<file path="config.mk">
export PLATFORM = sky130hd
export DESIGN_NAME = disk_req_dispatch
export DESIGN_NICKNAME = d
export VERILOG_FILES = /design/src/rtl/dq_pkg.sv /design/src/rtl/dq_fifo.sv /design/src/rtl/dq_ctrl.sv /design/src/rtl/disk_req_dispatch.sv
export SDC_FILE = /design/constraint.sdc
export NUM_CORES = 1
export LEC_CHECK = 0
export BUFFER_PORTS_ARGS = -buffer_cell sky130_fd_sc_hd__buf_2
export CORE_UTILIZATION = 53
export DETAILED_ROUTE_END_ITERATION = 10
export GPL_TIMING_DRIVEN = 0
export MAX_ROUTING_LAYER = met4
export PLACE_DENSITY = 0.75
export SLEW_MARGIN = 20
export SYNTH_ARGS = -nofsm -noshare
export SYNTH_HDL_FRONTEND = slang
export SYNTH_SLANG_ARGS = --single-unit
</file>
<file path="constraint.sdc">
create_clock -name clk -period 3.4 [get_ports clk]
set_input_delay 0.34 -clock clk [delete_from_list [all_inputs] [get_ports clk]]
set_output_delay 0.34 -clock clk [all_outputs]
set_load 0.05 [all_outputs]
</file>
<file path="src/rtl/dq_pkg.sv">
package dq_pkg;
    localparam int DQ_NUM_TAGS = 8;
    localparam int DQ_TAG_W    = $clog2(DQ_NUM_TAGS);
    localparam int DQ_LBA_W    = 28;

    typedef struct packed {
        logic [DQ_TAG_W-1:0] tag;
        logic [DQ_LBA_W-1:0] lba;
        logic                drive;
        logic                write;
    } dq_req_t;
endpackage

</file>
<file path="src/rtl/dq_fifo.sv">
module dq_fifo
    import dq_pkg::*;
#(
    parameter int DEPTH = 8,
    localparam int PTR_W = (DEPTH > 1) ? $clog2(DEPTH) : 1,
    localparam int CNT_W = $clog2(DEPTH + 1)
) (
    input  logic             clk,
    input  logic             rst_n,
    input  logic             push,
    input  logic             pop,
    input  dq_req_t          wdata,
    output dq_req_t          head,
    output logic [CNT_W-1:0] count,
    output logic             empty,
    output logic             full
);
    typedef struct packed {
        logic [PTR_W-1:0] wr;
        logic [PTR_W-1:0] rd;
        logic [CNT_W-1:0] cnt;
    } ptr_state_t;

    ptr_state_t st_d, st_q;
    dq_req_t    slots_q [DEPTH];

    function automatic logic [PTR_W-1:0] bump(input logic [PTR_W-1:0] p);
        return (p == PTR_W'(DEPTH - 1)) ? '0 : p + 1'b1;
    endfunction

    always_comb begin
        st_d = st_q;
        if (push) st_d.wr = bump(st_q.wr);
        if (pop)  st_d.rd = bump(st_q.rd);
        case ({push, pop})
            2'b10:   st_d.cnt = st_q.cnt + 1'b1;
            2'b01:   st_d.cnt = st_q.cnt - 1'b1;
            default: st_d.cnt = st_q.cnt;
        endcase
    end

    always_ff @(posedge clk or negedge rst_n) begin
        if (!rst_n) st_q <= '0;
        else        st_q <= st_d;
    end

    always_ff @(posedge clk) begin
        if (push) slots_q[st_q.wr] <= wdata;
    end

    assign head  = slots_q[st_q.rd];
    assign count = st_q.cnt;
    assign empty = (st_q.cnt == '0);
    assign full  = (st_q.cnt == CNT_W'(DEPTH));
endmodule

</file>
<file path="src/rtl/dq_ctrl.sv">
module dq_ctrl
    import dq_pkg::*;
#(
    parameter int QCNT_W = 4,
    parameter int ERR_W  = 8,
    parameter int CNT_W  = 8
) (
    input  logic                   clk,
    input  logic                   rst_n,
    input  logic                   req_valid,
    input  logic                   cmpl_irq,
    input  logic [ERR_W-1:0]       cmpl_err,
    input  logic                   q_full,
    input  logic                   q_empty,
    input  logic [QCNT_W-1:0]      q_count,
    input  logic [DQ_TAG_W-1:0]    head_tag,
    output logic                   push,
    output logic                   pop,
    output logic                   issue,
    output logic [DQ_NUM_TAGS-1:0] done_mask,
    output logic [ERR_W-1:0]       done_err,
    output logic [CNT_W-1:0]       spur_cnt
);
    typedef struct packed {
        logic                   issue;
        logic [DQ_NUM_TAGS-1:0] done;
        logic [ERR_W-1:0]       err;
        logic [CNT_W-1:0]       spur;
    } ctrl_state_t;

    ctrl_state_t st_d, st_q;
    logic        successor;

    always_comb begin
        push      = req_valid && !q_full;
        pop       = cmpl_irq && !q_empty;
        successor = (q_count > QCNT_W'(1)) || push;

        st_d       = st_q;
        st_d.issue = 1'b0;
        st_d.done  = '0;
        st_d.err   = '0;
        if (pop) begin
            st_d.done = DQ_NUM_TAGS'(1) << head_tag;
            st_d.err  = cmpl_err;
            st_d.issue = successor;
        end else if (cmpl_irq) begin
            st_d.spur = st_q.spur + 1'b1;
        end
        if (q_empty && push) st_d.issue = 1'b1;
    end

    always_ff @(posedge clk or negedge rst_n) begin
        if (!rst_n) st_q <= '0;
        else        st_q <= st_d;
    end

    assign issue     = st_q.issue;
    assign done_mask = st_q.done;
    assign done_err  = st_q.err;
    assign spur_cnt  = st_q.spur;
endmodule

</file>
<file path="src/rtl/disk_req_dispatch.sv">
module disk_req_dispatch
    import dq_pkg::*;
#(
    parameter int DEPTH = 8,
    parameter int ERR_W = 8,
    parameter int CNT_W = 8
) (
    input  logic                   clk,
    input  logic                   rst_n,
    input  logic                   req_valid,
    output logic                   req_ready,
    input  logic [DQ_TAG_W-1:0]    req_tag,
    input  logic [DQ_LBA_W-1:0]    req_lba,
    input  logic                   req_drive,
    input  logic                   req_write,
    output logic                   disp_valid,
    output logic                   disp_issue,
    output logic [DQ_TAG_W-1:0]    disp_tag,
    output logic [DQ_LBA_W-1:0]    disp_lba,
    output logic                   disp_drive,
    output logic                   disp_write,
    input  logic                   cmpl_irq,
    input  logic [ERR_W-1:0]       cmpl_err,
    output logic [DQ_NUM_TAGS-1:0] done_mask,
    output logic [ERR_W-1:0]       done_err,
    output logic [CNT_W-1:0]       spur_cnt
);
    localparam int QCNT_W = $clog2(DEPTH + 1);

    dq_req_t           in_req, head;
    logic              push, pop, q_full, q_empty;
    logic [QCNT_W-1:0] q_count;

    assign in_req = '{tag: req_tag, lba: req_lba, drive: req_drive, write: req_write};

    dq_fifo #(.DEPTH(DEPTH)) u_fifo (
        .clk   (clk),
        .rst_n (rst_n),
        .push  (push),
        .pop   (pop),
        .wdata (in_req),
        .head  (head),
        .count (q_count),
        .empty (q_empty),
        .full  (q_full)
    );

    dq_ctrl #(.QCNT_W(QCNT_W), .ERR_W(ERR_W), .CNT_W(CNT_W)) u_ctrl (
        .clk       (clk),
        .rst_n     (rst_n),
        .req_valid (req_valid),
        .cmpl_irq  (cmpl_irq),
        .cmpl_err  (cmpl_err),
        .q_full    (q_full),
        .q_empty   (q_empty),
        .q_count   (q_count),
        .head_tag  (head.tag),
        .push      (push),
        .pop       (pop),
        .issue     (disp_issue),
        .done_mask (done_mask),
        .done_err  (done_err),
        .spur_cnt  (spur_cnt)
    );

    assign req_ready  = !q_full;
    assign disp_valid = !q_empty;
    assign disp_tag   = head.tag;
    assign disp_lba   = head.lba;
    assign disp_drive = head.drive;
    assign disp_write = head.write;
endmodule

</file>
==> impl_summary.md <==
Global route
The total grt overflow is 0. The total global-route track usage is 21.6%. The largest net degree at the start of global routing is 36.

The number of antenna violations at the first check in global routing came to 0. The first global-routing pass estimated 34,100 um of wire. The via count of the first global-routing pass is 5,694.

Place
Prior to clock tree synthesis, the placed netlist has a worst setup slack of 0.766 ns. The congestion estimate from routability-driven global placement came to 0.726. The number of port buffers is 104. Once detailed placement completed, the half-perimeter wirelength came to 13,800 um.

Timing
The final setup TNS is 0 ns. Static timing analysis puts the maximum clock frequency at 320 MHz. The number of hold violations in the final report is 0. The post-route clock skew is 0.00925 ns.

Across all hold checks on the routed design, the worst slack comes to 0.0447 ns. The total of endpoints with negative setup slack in the final report is 0. Headroom to the max-slew limit came out at 45.6%.

The clock period minus worst slack is 3.12 ns. The transition time of the tightest slew-check pin is 0.816 ns. Setup repair after global routing left no endpoint under its margin. The number of max-slew violations in the final report was 0. The worst path setup slack after routing is 0.278 ns. The ratio of final minimum period to clock period is 91.8%.

Logic synthesis
The sequential share of the synthesized area is 76.8%. The number of distinct standard cells referenced by the synthesized netlist is 35. In this run, synthesis produced a sequential element count of 299.

The post-synthesis cell area is 11,500 um2. Averaged over all synthesized cells, the footprint is 22.2 um2. Synthesis produced a netlist with a net count of 570.

The number of cells produced by synthesis is 516. For this run, the number of Yosys warnings is 0.

Power
The internal power of the cells totals 0.00829 W. The standby leakage power is 4.77 nW. Of the total power, combinational logic draws 38.8%. For this design the total switching power over the nets is 0.00476 W. The total power consumption of the routed design is 0.0131 W.

The switching part of the total is 36.5%. The clock share of power is 24.0%. Sequential cells burn 37.3% of the power. The peak ir drop on the vdd network is 0.509 mV.

The cell area power density is 964 nW/um2.

Clock network
Once the clock tree was built, the setup fixing pass inserted 0 buffers. The buffer depth of the longest clock path is 3. After clock tree synthesis, the clock-pin slew on the worst setup and hold paths is 0.06 ns. The sink count of the clock tree is 299.

The clock reaches the later pin of the worst-skew pair after 0.54 ns. The H-tree depth is 1. The CTS tree is done. Clock tree synthesis inserted a total of 29 buffers. The root buffer cell chosen for the clock tree is sky130_fd_sc_hd__clkbuf_16.

Cells and area
The most frequent standard cell in the layout excluding fill and tap cells is sky130_fd_sc_hd__edfxtp_1. The area growth from synthesis to layout is 18.2%. In the final layout, the share of cells above drive strength 1 is 40.7%. In the layout the commonest cells are 264 x sky130_fd_sc_hd__edfxtp_1, 106 x sky130_fd_sc_hd__buf_2, 65 x sky130_fd_sc_hd__mux4_2, 35 x sky130_fd_sc_hd__mux2_2, 35 x sky130_fd_sc_hd__dfrtp_1. In the final design database the tool counted 717 nets. The final core utilization is 64.2%.

Floorplan
The die outline area is 22,200 um2. From left edge to right edge, the die measures 149 um. The area of the placeable core is 21,100 um2. The initial cell density of the core is 54.3%.

The number of rows in the core area is 53. The floorplan die height is 149 um. For this design the top-level I/O count stands at 105.

Detailed routing
The count of unresolved DRC violations after routing is 0. In this run, the number of DRC markers left after iteration 0 of detailed routing was 412. The routed via count divided by cell count is 5.79.

The total number of vias is 5,567. In this run the remaining antenna-violating nets after routing total 0. The number of iterations in the first detailed-routing pass is 4. In the final routed layout, each cell accounts on average for 23.4 um.

Summed over all layers, the routed wires come to 22,500 um.

Min path
The kind of path behind the tightest hold check is in -> reg. The beginning of the worst hold path is cmpl_err[5].

Worst setup path
Data on the critical path is required at its endpoint by 3.06 ns. The worst setup path startpoint is u_fifo.st_q[5]. The largest fanout of any net on the critical path is 10.

The startpoint of the worst-slack reg-to-reg timing path is u_fifo.count[0]. The type of the worst setup path is reg -> out. The worst setup path is captured at an output pin.

The data arrival time of the worst path is 2.78 ns. The launching element type of the critical path is a flip-flop.

Run
The number of max-capacitance violations reported is 0.

Run status
The run finished with clean final reports.
synth_stat cells (all sizes together):
master,number,area (um2)
mux4,65,1460
nor4bb,1,10.0
a21boi,1,7.51
nand4b,1,8.76
o21ai,1,5.00
nor4,9,56.3
nand2b,2,12.5
mux2,35,394
nand3b,2,15.0
nor2b,2,12.5
nand4,3,18.8
or4b,1,10.0
nand4bb,1,11.3
and3,9,56.3
dfrtp,35,876
clkbuf,12,45.0
or3b,1,8.76
ha,9,113
buf,9,70.1
nor3,4,20.0
nand3,2,10.0
a21oi,2,10.0
o21bai,1,7.51
nand2,9,36.3
xnor2,6,52.6
nor2,10,37.5
xor2,5,43.8
mux2i,7,95.1
edfxtp,264,7930
inv,7,26.3
layout make-up:
class	count	area, um2
clock inverters	17	181
well taps	275	344
inverters	7	26.3
repair buffers	116	737
multi-input cells	189	2580
fillers	1392	7540
flip-flops and latches	299	8800
diodes	1	2.50
plain buffers	21	115
clock buffers	36	752
final timing paths:
check                                       to  slack [ns]  cells past startpoint
max in group asynchronous  u_ctrl.done_mask[3]        2.49                      2
min in group asynchronous         u_ctrl.issue        0.43                      2
setup / recovery                  disp_lba[26]        0.28                      5
setup reg to reg               u_fifo.count[3]        0.75                      9
hold / removal              u_ctrl.done_err[5]        0.04                      2
hold reg to reg             u_ctrl.spur_cnt[7]        0.48                      1
logic make-up after synthesis:
kind of cell	Yosys count	synth area share, %
flip-flops	299	76.8
adder cells (fa/ha/maj)	9	0.983
AO/OA/AOI/OAI	5	0.262
AND/OR/NAND/NOR	57	2.83
XOR/XNOR	11	0.841
multiplexers	107	17.0
buffers and inverters	28	1.23
flip-flops by register name (all words and copies together), names as in the netlist:
| register | flops |
|---|---|
| u_ctrl.done_err | 8 |
| u_fifo.st_q | 6 |
| u_ctrl.spur_cnt | 8 |
| u_fifo.slots_q | 264 |
| u_ctrl.issue | 1 |
| u_fifo.count | 4 |
| u_ctrl.done_mask | 8 |
worst max-delay path: stages, from the launching register on:
cell and delay [ns]:
sky130_fd_sc_hd__dfrtp_1 0.34, sky130_fd_sc_hd__buf_2 0.32, sky130_fd_sc_hd__clkbuf_1 0.66, sky130_fd_sc_hd__mux4_2 0.40, sky130_fd_sc_hd__mux2_2 0.30, sky130_fd_sc_hd__buf_2 0.22
power by group through the flow:
| stage | clock network, W | registers, W | logic [W] |
|---|---|---|---|
| CTS | 0.00318 | 0.00486 | 0.00513 |
| global route | 0.00332 | 0.00491 | 0.00534 |
| detailed placement | 0 | 0.00493 | 0.00510 |
| floorplan | 0 | 0.00512 | 0.00357 |
| global placement | 0 | 0.00491 | 0.00483 |
| finish | 0.00313 | 0.00486 | 0.00506 |
timing repair:
action                    4_1_cts  5_1_grt
hold endpoints to repair       35        0
gates resized for setup         0        0
hold buffers                    1        0
per-stage QoR:
| stage | instance area, um2 | cells |
|---|---|---|
| after global routing | 13500 | 960 |
| after global placement | 12300 | 895 |
| after detailed placement | 12600 | 906 |
| after floorplan | 11500 | 516 |
| after CTS | 13500 | 960 |
| final | 13500 | 961 |
metal layers:
layer | vias up | GRT usage [%] | part of all wire [%]
li1 | 2421 | - | -
met2 | 196 | 35.1 | 51
met4 | 0 | 5.46 | 1.7
met5 | - | - | 0
met1 | 2918 | 28.6 | 41
met3 | 32 | 3.88 | 5.9
Power figures use the tool's default switching activity.
